**config.mk**
```make
export PLATFORM = sky130hd
export DESIGN_NAME = bcs_branch_seq
export DESIGN_NICKNAME = d
export VERILOG_FILES = /design/src/rtl/bcs_pkg.sv /design/src/rtl/bcs_cond_eval.sv /design/src/rtl/bcs_ret_stack.sv /design/src/rtl/bcs_branch_seq.sv
export SDC_FILE = /design/constraint.sdc
export NUM_CORES = 1
export LEC_CHECK = 0
export ABC_AREA = 1
export BUFFER_PORTS_ARGS = -buffer_cell sky130_fd_sc_hd__buf_2
export CAP_MARGIN = 20
export CORE_MARGIN = 3
export CORE_UTILIZATION = 48
export DETAILED_ROUTE_END_ITERATION = 10
export PLACE_DENSITY_LB_ADDON = 0.15
export REMOVE_ABC_BUFFERS = 1
export SLEW_MARGIN = 20
export SYNTH_ARGS = -nofsm -noshare
export SYNTH_HDL_FRONTEND = slang
export SYNTH_SLANG_ARGS = --single-unit
```
**constraint.sdc**
```tcl
create_clock -name clk -period 4.3 [get_ports clk]
set_clock_uncertainty 0.15 [all_clocks]
set_input_delay 0.43 -clock clk [delete_from_list [all_inputs] [get_ports clk]]
set_output_delay 0.43 -clock clk [all_outputs]
set_load 0.005 [all_outputs]
```
**src/rtl/bcs_pkg.sv**
```systemverilog
package bcs_pkg;
  localparam int unsigned DATA_W = 64;
  localparam logic [2:0] CLS_J64 = 3'h5;
  localparam logic [2:0] CLS_J32 = 3'h6;
  localparam logic [3:0] CODE_JA   = 4'h0;
  localparam logic [3:0] CODE_CALL = 4'h8;
  localparam logic [3:0] CODE_EXIT = 4'h9;

  typedef enum logic [2:0] {
    K_COND, K_JA, K_HELPER, K_LCALL, K_EXIT, K_BAD
  } op_kind_e;

  function automatic logic [DATA_W-1:0] sx16(input logic [15:0] v);
    return {{(DATA_W-16){v[15]}}, v};
  endfunction

  function automatic logic [DATA_W-1:0] sx32(input logic [31:0] v);
    return {{(DATA_W-32){v[31]}}, v};
  endfunction

  function automatic logic cond_legal(input logic [3:0] code);
    return (code >= 4'h1 && code <= 4'h7) || (code >= 4'ha && code <= 4'hd);
  endfunction

  // ua/ub are zero-widened operands, sa/sb sign-widened ones
  function automatic logic cond_hit(input logic [3:0] code,
                                    input logic [DATA_W-1:0] ua, input logic [DATA_W-1:0] ub,
                                    input logic [DATA_W-1:0] sa, input logic [DATA_W-1:0] sb);
    case (code)
      4'h1: return ua == ub;
      4'h2: return ua > ub;
      4'h3: return ua >= ub;
      4'h4: return |(ua & ub);
      4'h5: return ua != ub;
      4'h6: return $signed(sa) > $signed(sb);
      4'h7: return $signed(sa) >= $signed(sb);
      4'ha: return ua < ub;
      4'hb: return ua <= ub;
      4'hc: return $signed(sa) < $signed(sb);
      4'hd: return $signed(sa) <= $signed(sb);
      default: return 1'b0;
    endcase
  endfunction
endpackage

```
**src/rtl/bcs_cond_eval.sv**
```systemverilog
module bcs_cond_eval
  import bcs_pkg::*;
(
  input  logic [3:0]        code,
  input  logic              narrow,
  input  logic [DATA_W-1:0] dst_val,
  input  logic [DATA_W-1:0] opnd_b,
  output logic              hit,
  output logic              legal
);
  logic [DATA_W-1:0] ua, ub, sa, sb;

  // the 32-bit class looks at the low half only
  always_comb begin
    if (narrow) begin
      ua = {32'b0, dst_val[31:0]};
      ub = {32'b0, opnd_b[31:0]};
      sa = sx32(dst_val[31:0]);
      sb = sx32(opnd_b[31:0]);
    end else begin
      ua = dst_val;
      ub = opnd_b;
      sa = dst_val;
      sb = opnd_b;
    end
  end

  assign hit   = cond_hit(code, ua, ub, sa, sb);
  assign legal = cond_legal(code);

  always_comb begin
    assert_hit_needs_legal_R12: assert (!hit || legal);
  end
endmodule

```
**src/rtl/bcs_ret_stack.sv**
```systemverilog
module bcs_ret_stack #(
  parameter int W     = 32,
  parameter int DEPTH = 8
) (
  input  logic         clk,
  input  logic         rst_n,
  input  logic         push,
  input  logic         pop,
  input  logic [W-1:0] push_pc,
  output logic [W-1:0] top_pc,
  output logic         full,
  output logic         empty
);
  localparam int PTR_W = (DEPTH > 1) ? $clog2(DEPTH) : 1;
  localparam int CNT_W = $clog2(DEPTH + 1);
  localparam logic [CNT_W-1:0] CNT_ONE = CNT_W'(1);
  localparam logic [CNT_W-1:0] CNT_MAX = CNT_W'(DEPTH);

  logic [W-1:0]     slots [DEPTH];
  logic [CNT_W-1:0] cnt;
  logic [CNT_W-1:0] cnt_m1;

  assign cnt_m1 = cnt - CNT_ONE;
  assign full   = (cnt == CNT_MAX);
  assign empty  = (cnt == '0);
  assign top_pc = slots[cnt_m1[PTR_W-1:0]];

  always_ff @(posedge clk) begin
    if (!rst_n) begin
      cnt <= '0;
    end else if (push) begin
      slots[cnt[PTR_W-1:0]] <= push_pc;
      cnt <= cnt + CNT_ONE;
    end else if (pop) begin
      cnt <= cnt_m1;
    end
  end

  assert_no_overflow_R11: assert property (@(posedge clk) disable iff (!rst_n)
    push |-> !full);
  assert_no_underflow_R9: assert property (@(posedge clk) disable iff (!rst_n)
    pop |-> !empty);
  assert_count_bound_R11: assert property (@(posedge clk) disable iff (!rst_n)
    cnt <= CNT_MAX);
  assert_push_grows_R8: assert property (@(posedge clk) disable iff (!rst_n)
    push |=> (cnt == $past(cnt) + CNT_ONE));
endmodule

```
**src/rtl/bcs_branch_seq.sv**
```systemverilog
module bcs_branch_seq
  import bcs_pkg::*;
#(
  parameter int PC_W     = 32,
  parameter int RS_DEPTH = 8
) (
  input  logic              clk,
  input  logic              rst_n,
  input  logic              in_valid,
  input  logic [PC_W-1:0]   cur_pc,
  input  logic [7:0]        opcode,
  input  logic [3:0]        src_sel,
  input  logic [15:0]       offset,
  input  logic [31:0]       imm,
  input  logic [DATA_W-1:0] dst_val,
  input  logic [DATA_W-1:0] src_val,
  input  logic              is_wide,
  output logic              out_valid,
  output logic [PC_W-1:0]   next_pc,
  output logic              br_taken,
  output logic              prog_done,
  output logic              helper_req,
  output logic              helper_by_type,
  output logic [31:0]       helper_id,
  output logic              fault
);
  localparam logic [PC_W-1:0] STEP_ONE = PC_W'(1);
  localparam logic [PC_W-1:0] STEP_TWO = PC_W'(2);

  logic [2:0] cls;
  logic [3:0] code;
  logic       xsel, narrow;
  assign cls    = opcode[2:0];
  assign code   = opcode[7:4];
  assign xsel   = opcode[3];
  assign narrow = (cls == CLS_J32);

  logic [DATA_W-1:0] opnd_b, off_x, imm_x;
  assign opnd_b = xsel ? src_val : sx32(imm);
  assign off_x  = sx16(offset);
  assign imm_x  = sx32(imm);

  logic cond_taken, cond_ok;
  bcs_cond_eval u_cond (
    .code    (code),
    .narrow  (narrow),
    .dst_val (dst_val),
    .opnd_b  (opnd_b),
    .hit     (cond_taken),
    .legal   (cond_ok)
  );

  // sequential successor and the two displacement targets
  logic [PC_W-1:0] seq_pc, off_tgt, imm_tgt;
  assign seq_pc  = cur_pc + (is_wide ? STEP_TWO : STEP_ONE);
  assign off_tgt = seq_pc + off_x[PC_W-1:0];
  assign imm_tgt = seq_pc + imm_x[PC_W-1:0];

  op_kind_e kind;
  always_comb begin
    kind = K_BAD;
    if (cls == CLS_J64 || cls == CLS_J32) begin
      case (code)
        CODE_JA:   if (!xsel) kind = K_JA;
        CODE_CALL: if (cls == CLS_J64 && !xsel) begin
                     if (src_sel == 4'd0 || src_sel == 4'd2) kind = K_HELPER;
                     else if (src_sel == 4'd1)               kind = K_LCALL;
                   end
        CODE_EXIT: if (cls == CLS_J64 && !xsel && src_sel == 4'd0) kind = K_EXIT;
        default:   if (cond_ok) kind = K_COND;
      endcase
    end
  end

  logic [PC_W-1:0] rs_top;
  logic            rs_full, rs_empty;
  logic            ev_push, ev_pop, ev_overflow;
  assign ev_push     = in_valid && kind == K_LCALL && !rs_full;
  assign ev_pop      = in_valid && kind == K_EXIT && !rs_empty;
  assign ev_overflow = in_valid && kind == K_LCALL && rs_full;

  bcs_ret_stack #(.W(PC_W), .DEPTH(RS_DEPTH)) u_rs (
    .clk     (clk),
    .rst_n   (rst_n),
    .push    (ev_push),
    .pop     (ev_pop),
    .push_pc (seq_pc),
    .top_pc  (rs_top),
    .full    (rs_full),
    .empty   (rs_empty)
  );

  logic [PC_W-1:0] d_pc;
  logic            d_tk, d_done, d_hreq, d_htype, d_fault;
  always_comb begin
    d_pc = cur_pc; d_tk = 1'b0; d_done = 1'b0;
    d_hreq = 1'b0; d_htype = 1'b0; d_fault = 1'b0;
    case (kind)
      K_COND:   begin d_tk = cond_taken; d_pc = cond_taken ? off_tgt : seq_pc; end
      K_JA:     begin d_tk = 1'b1; d_pc = narrow ? imm_tgt : off_tgt; end
      K_HELPER: begin d_hreq = 1'b1; d_htype = (src_sel == 4'd2); d_pc = seq_pc; end
      K_LCALL:  if (rs_full) d_fault = 1'b1;
                else begin d_tk = 1'b1; d_pc = imm_tgt; end
      K_EXIT:   if (rs_empty) d_done = 1'b1;
                else begin d_tk = 1'b1; d_pc = rs_top; end
      default:  d_fault = 1'b1;
    endcase
  end

  always_ff @(posedge clk) begin
    if (!rst_n) begin
      out_valid <= 1'b0; next_pc <= '0; br_taken <= 1'b0; prog_done <= 1'b0;
      helper_req <= 1'b0; helper_by_type <= 1'b0; helper_id <= '0; fault <= 1'b0;
    end else begin
      out_valid      <= in_valid;
      br_taken       <= in_valid && d_tk;
      prog_done      <= in_valid && d_done;
      helper_req     <= in_valid && d_hreq;
      helper_by_type <= in_valid && d_htype;
      fault          <= in_valid && d_fault;
      if (in_valid) begin
        next_pc   <= d_pc;
        helper_id <= d_hreq ? imm : 32'd0;
      end
    end
  end

  assert_latency_R2: assert property (@(posedge clk) disable iff (!rst_n)
    in_valid |=> out_valid);
  assert_idle_R2: assert property (@(posedge clk) disable iff (!rst_n)
    !in_valid |=> !out_valid);
  assert_fault_alone_R12: assert property (@(posedge clk) disable iff (!rst_n)
    fault |-> (!br_taken && !prog_done && !helper_req));
  assert_helper_seq_R7: assert property (@(posedge clk) disable iff (!rst_n)
    helper_req |-> !br_taken);
  assert_overflow_hold_R11: assert property (@(posedge clk) disable iff (!rst_n)
    ev_overflow |=> (fault && next_pc == $past(cur_pc)));
  assert_done_hold_R10: assert property (@(posedge clk) disable iff (!rst_n)
    (in_valid && kind == K_EXIT && rs_empty) |=> (prog_done && next_pc == $past(cur_pc)));
endmodule

```
==> results.sh, run 1 <==
export IMPL_synth_cell_types=66
export IMPL_p_leak_nw=15.0
export IMPL_cpMostUsedCell="nand2_1"
export IMPL_status="finished with violations"
export IMPL_final_core_util_pct=64.3
export IMPL_drv_slew=0
export IMPL_critPathKind="in2reg"
export IMPL_hold_ws_ns=0.0257
export IMPL_final_min_clock_period_ns=4.32
export IMPL_num_nets_final=4265
export IMPL_synthCells=3102
export IMPL_io_pins=294
export IMPL_synth_edf_count=256
export IMPL_synth_compound_area_share_pct=15.7
export IMPL_yosys_warnings=0
export IMPL_die_area_sq_um=52800
export IMPL_crit_arrival_ns=4.64
export IMPL_hp_class="in2reg"
export IMPL_tightest_slew_ns=0.960
export IMPL_die_w_microns=230
export IMPL_clock_sinks=330
export IMPL_fmax_mhz=231
export IMPL_synthMuxAreaShare_pct=0.291
export IMPL_cts_inserted_buffers=38
export IMPL_antenna_left=0
export IMPL_hold_path_end="helper_by_type$_SDFF_PN0_"
export IMPL_via_per_inst=5.56
export IMPL_reg2reg_to="u_rs.slots[3][29]$_DFFE_PP_"
export IMPL_post_route_cells_drive_above_1_share_pct=26.8
export IMPL_design_area_sq_um=31700
export IMPL_worstPathMaxFanout=3
export IMPL_first_pass_iters=5
export IMPL_r2r_slack_ns=0.96
export IMPL_track_usage_pct=34.5
export IMPL_max_slew_margin_pct=35.3
export IMPL_insertion_delay_ns=0.56
export IMPL_required_ns=4.62
export IMPL_cts_buffer_depth=3
export IMPL_vias=25100
export IMPL_syn2layout_area_growth_pct=31.9
export IMPL_crit_slowest_cell="fa_2"
export IMPL_netlist_area_sq_um=24000
export IMPL_yosys_top_cells_area="edfxtp_1 (32%), ha_1 (12%), nand2_1 (11%)"
export IMPL_placedInstanceArea_sq_um=29600
export IMPL_min_path_cells=3
export IMPL_synthAdderAreaFrac_pct=12.0
export IMPL_synth_area_per_cell_sq_um=7.75
export IMPL_yosysSeqAreaShare_pct=38.1
export IMPL_post_route_period_util_pct=100
export IMPL_fin_cells=4509
export IMPL_rsz0062_at_grt="true"
export IMPL_die_h_microns=230
export IMPL_drt_total_wl_mm=93.7
export IMPL_cp_start_kind="primary input"
export IMPL_root_buffer="clkbuf_16"
export IMPL_h_tree_depth=2
export IMPL_slowest_delay_ns=0.38
export IMPL_drt_iter0_drc=2178
export IMPL_synth_xor_area_share_pct=2.04
export IMPL_grt_pass1_vias=24500
export IMPL_synth_top_area_cell="edfxtp_1"
export IMPL_dp_hpwl_mm=71.7
export IMPL_hold_viol_final=0
export IMPL_drc_errors=0
export IMPL_placed_cells=4399
export IMPL_violations="negative setup slack"
export IMPL_fp_row_count=81
export IMPL_place_congestion=0.999
export IMPL_synth_top_family_by_area="simple AND/OR/NAND/NOR gates"
export IMPL_grt_ovfl_total=0
export IMPL_end_kind="register"
export IMPL_worst_slack_ns=-0.0201
export IMPL_power_density_nw_per_um2=292
export IMPL_grt_antenna_before_repair=10
export IMPL_synth_flop_cell="edfxtp_1"
export IMPL_maxCapViolCount=0
export IMPL_grt_pass1_wl_mm=140
export IMPL_start_util_pct=48.8
export IMPL_worstRegToRegCells=10
export IMPL_setup_viol=1
export IMPL_regToRegStartpoint="u_rs.cnt[0]$_SDFFE_PN0P_"
export IMPL_grt_max_degree=125
export IMPL_post_drt_wl_per_cell_microns=20.8
export IMPL_ys_seq_elements=330
export IMPL_ir_worst_vdd_mv=0.297
export IMPL_clk_pin_slew_ns=0.06
export IMPL_yosys_area_share_simple_pct=24.2
export IMPL_worstHoldStart="src_sel[1]"
export IMPL_port_buffers=293
export IMPL_cts_tree="yes"
export IMPL_synth_async_reset_ratio_pct=0
export IMPL_synth_top_area_share_pct=32.0
export IMPL_tns_ns=-0.0201
export IMPL_core_area_sq_um=49300
==> cells in the final DEF, fill, tap and decap left out, types with 33 or more instances in the layout <==
cell / netlist / final
edfxtp_1: 256 / 256
nor2_2: 9 / 34
nand4_1: 33 / 33
nor2_1: 315 / 287
nand2_1: 733 / 721
o21ai_0: 194 / 178
or2_2: 54 / 52
nand3_1: 150 / 146
dfxtp_1: 74 / 73
buf_4: 3 / 441
a21oi_1: 258 / 242
clkbuf_16: 0 / 39
ha_1: 226 / 214
buf_2: 16 / 292
inv_1: 342 / 336
xor2_1: 40 / 33
==> power by group <==
| group | switching [mW] | internal, mW |
|---|---|---|
| Combinational | 1.42 | 1.09 |
| Sequential | 0.0240 | 3.47 |
| Clock | 1.36 | 1.88 |
==> worst max-delay path: cells and delay by family <==
kind,cells,cell delay [ns]
buf+inv,7,0.76
simple gates,16,1.97
xor+xnor,2,0.34
compound gates,3,0.41
fa+ha+maj,3,0.72
==> how the worst max path moves through the flow <==
stage / start / endpoint / slack (ns) / cells past startpoint
6_report: is_wide / next_pc[19]$_SDFFE_PN0P_ / -0.02 / 31
4_1_cts: is_wide / next_pc[30]$_SDFFE_PN0P_ / -0.005 / 31
3_5_place_dp: is_wide / next_pc[19]$_SDFFE_PN0P_ / -0.89 / 29
2_1_floorplan: u_rs.cnt[0]$_SDFFE_PN0P_ / u_rs.slots[5][0]$_DFFE_PP_ / -3.98 / 9
3_3_place_gp: is_wide / next_pc[30]$_SDFFE_PN0P_ / -0.80 / 28
5_1_grt: is_wide / next_pc[29]$_SDFFE_PN0P_ / -0.26 / 31
==> flip-flops by register name, summed over array words and instances (netlist names) <==
| register | count |
|---|---|
| helper_id | 32 |
| u_rs.cnt | 4 |
| helper_req | 1 |
| fault | 1 |
| u_rs.slots | 256 |
| prog_done | 1 |
| br_taken | 1 |
| out_valid | 1 |
| helper_by_type | 1 |
| next_pc | 32 |
==> synth_stat cells (6+ instances only) <==
library cell	number
a211oi_1	7
a21o_1	12
a21oi_1	258
a221oi_1	29
a22o_1	29
a22oi_1	11
a32oi_1	8
buf_1	6
buf_2	16
clkbuf_1	82
dfxtp_1	74
edfxtp_1	256
ha_1	226
inv_1	342
inv_2	18
mux2i_1	7
nand2_1	733
nand3_1	150
nand3b_1	10
nand4_1	33
nor2_1	315
nor2_2	9
nor3_1	29
nor4_1	8
o2111ai_1	6
o211ai_1	13
o21a_1	9
o21ai_0	194
o21ai_1	10
o21bai_1	8
or2_2	54
xnor2_1	16
xor2_1	40
==> layer usage <==
metal | vias up | share of wire, % | track usage, %
li1 | 11900 | - | -
met1 | 11800 | 40 | 43.3
met2 | 1124 | 46 | 57.6
met3 | 216 | 9.0 | 7.25
met4 | 12 | 4.9 | 15.2
met5 | - | 0.091 | 0
==> layout make-up <==
cell class / count / area [sq um]
Fill cell: 4352 / 17600
Multi-Input combinational cell: 2298 / 13600
Sequential cell: 330 / 9170
Timing Repair Buffer: 781 / 5480
Inverter: 363 / 1370
Clock buffer: 46 / 1020
Tap cell: 664 / 831
Clock inverter: 22 / 228
Antenna cell: 5 / 12.5
==> stage by stage <==
stage          setup slack [ns]  power, mW
5_1_grt                  -0.263       9.66
4_1_cts                -0.00457       9.17
6_report                -0.0201       9.24
3_5_place_dp             -0.885       5.90
3_3_place_gp             -0.804       5.86
2_1_floorplan             -3.98       4.71
==> timing repair <==
action                                  CTS  global route
gates resized for setup                  10           121
pin swaps                                 8            55
setup buffers                             5             9
hold buffers                             23             0
hold endpoints to repair                 23             0
endpoints found under the setup margin   14            22
==> logic make-up after synthesis <==
family	count (synthesis)
and+or+nand+nor	1370
AOI/OAI and AO/OA	636
buffers and inverters	474
DFF	330
adders and majority gates	229
xor gates and xnor gates	56
muxes	7
Power figures use the tool's default switching activity.
==> run 2, diff against run 1 <==
CELL_PAD_IN_SITES_DETAIL_PLACEMENT = 0   (was unset)
CELL_PAD_IN_SITES_GLOBAL_PLACEMENT = 2   (was unset)
CORE_UTILIZATION = 32   (was 48)
==> run 2 against run 1 <==
Effect of this change: the run now ends clean; first-iteration DRC count decreased by 36%; critical path depth fell by 2; largest cell class unchanged; core utilization fell by 19 points; sequential share of layout area decreased by 1.3 points; count of clock-buffer cells in the layout rose by 8; routed wire length grew 8.4%; sequential power barely moved; total power is 4.4% higher; worst setup slack better by 0.15 ns; highest routed layer unchanged; clock power rose by 9.0%; hold slack gained 0.00071 ns.
==> results.sh, run 2 (synthesized netlist as in run 1, its figures left out) <==
export IMPL_post_route_cells_drive_above_1_share_pct=29.4
export IMPL_end_kind="register"
export IMPL_post_drt_wl_per_cell_microns=20.7
export IMPL_hold_viol_final=0
export IMPL_num_nets_final=4374
export IMPL_max_slew_margin_pct=27.2
export IMPL_clockPowerShare_pct=36.6
export IMPL_track_usage_pct=25.2
export IMPL_syn2layout_area_growth_pct=38.0
export IMPL_clock_sinks=330
export IMPL_worstPathMaxFanout=4
export IMPL_worstHoldStart="imm[22]"
export IMPL_pwr_share_seq_pct=36.1
export IMPL_cp_start_kind="primary input"
export IMPL_setup_viol=0
export IMPL_grt_busiest_layer="met2"
export IMPL_crit_arrival_ns=4.50
export IMPL_port_buffers=293
export IMPL_cts_inserted_buffers=41
export IMPL_tns_ns=0
export IMPL_p_int_mw=6.72
export IMPL_switching_share_pct=30.3
export IMPL_start_util_pct=32.6
export IMPL_placed_cells=4770
export IMPL_total_power_mw=9.64
export IMPL_crit_slowest_cell="fa_2"
export IMPL_dp_hpwl_mm=79.5
export IMPL_p_switching_mw=2.92
export IMPL_die_h_microns=280
export IMPL_mostFrequentLayoutCells="nand2_1 (717), buf_4 (536), inv_1 (331)"
export IMPL_drc_errors=0
export IMPL_via_per_inst=5.00
export IMPL_cts_buffer_depth=3
export IMPL_mostFrequentLayoutCell="nand2_1"
export IMPL_tightest_slew_ns=1.07
export IMPL_status="complete, no violations"
export IMPL_required_ns=4.63
export IMPL_fmax_mhz=240
export IMPL_vias=24600
export IMPL_largest_reg_flops=256
export IMPL_fin_cells=4917
export IMPL_place_ws_ns=-0.923
export IMPL_fp_row_count=99
export IMPL_use_met1_pct=31.3
export IMPL_met2_usage_pct=44.7
export IMPL_io_pins=294
export IMPL_placedInstanceArea_sq_um=30500
export IMPL_insertion_delay_ns=0.58
export IMPL_power_density_nw_per_um2=291
export IMPL_maxCapViolCount=0
export IMPL_root_buffer="clkbuf_16"
export IMPL_grtUsageMet3_pct=3.66
export IMPL_worst_slack_ns=0.126
export IMPL_core_area_sq_um=73700
export IMPL_final_core_util_pct=45.0
export IMPL_die_w_microns=280
export IMPL_hold_ws_ns=0.0265
export IMPL_antenna_left=0
export IMPL_grt_pass1_wl_mm=150
export IMPL_design_area_sq_um=33200
export IMPL_drv_slew=0
export IMPL_combPwrFrac_pct=27.2
export IMPL_first_pass_iters=5
export IMPL_place_congestion=0.911
export IMPL_grt_ovfl_total=0
export IMPL_h_tree_depth=2
export IMPL_final_min_clock_period_ns=4.17
export IMPL_regToRegStartpoint="u_rs.cnt[1]$_SDFFE_PN0P_"
export IMPL_post_route_period_util_pct=97.1
export IMPL_hp_class="in2reg"
export IMPL_p_leak_nw=15.6
export IMPL_critPathKind="in2reg"
export IMPL_ir_worst_vdd_mv=0.257
export IMPL_grt_max_degree=133
export IMPL_rsz0062_at_grt="true"
export IMPL_die_area_sq_um=78400
export IMPL_drt_total_wl_mm=102
export IMPL_clk_pin_slew_ns=0.06
export IMPL_slowest_delay_ns=0.35
export IMPL_grt_pass1_vias=25100
export IMPL_cp_startpoint="is_wide"
export IMPL_grt_antenna_before_repair=7
export IMPL_cts_tree="yes"
export IMPL_drt_iter0_drc=1392
[run 2: cell type report]
class,count,area (sq um)
Antenna cell,4,10.0
Inverter,363,1370
Tap cell,959,1200
Fill cell,7458,40500
Clock buffer,54,1110
Timing Repair Buffer,887,6300
Multi-Input combinational cell,2298,13800
Sequential cell,330,9170
Clock inverter,22,265
[run 2: final timing paths]
| path | cells past startpoint | to | slack, ns |
|---|---|---|---|
| max | 29 | next_pc[26]$_SDFFE_PN0P_ | 0.13 |
| min | 2 | helper_id[22]$_SDFFE_PN0P_ | 0.03 |
| max reg2reg | 11 | next_pc[29]$_SDFFE_PN0P_ | 0.67 |
| min reg2reg | 2 | next_pc[8]$_SDFFE_PN0P_ | 0.30 |
[run 2: critical path, delay by kind of cell]
kind	cells	cell delay, ns
compound gates	3	0.55
xor+xnor	1	0.25
fa+ha+maj	3	0.70
buf+inv	7	0.80
simple gates	15	1.77
[run 2: repair_timing]
item / in CTS / in global routing
endpoints found under the setup margin: 19 / 33
hold buffers: 32 / 0
resized for setup: 59 / 116
pin swaps: 37 / 77
setup buffers: 24 / 12
hold endpoints to repair: 33 / 0
[run 2: per-layer routing]
metal	vias to the layer above	part of all wire, %
met2	661	49
met3	186	5.2
li1	12100	-
met1	11600	42
met4	4	3.7
met5	-	0.031
[run 2: power by group through the flow]
stage	clock network, mW	logic, mW	registers, mW
2_1_floorplan	0	1.16	3.55
3_3_place_gp	0	2.43	3.55
3_5_place_dp	0	2.46	3.55
4_1_cts	3.63	2.54	3.49
5_1_grt	3.75	2.91	3.49
6_report	3.53	2.63	3.48
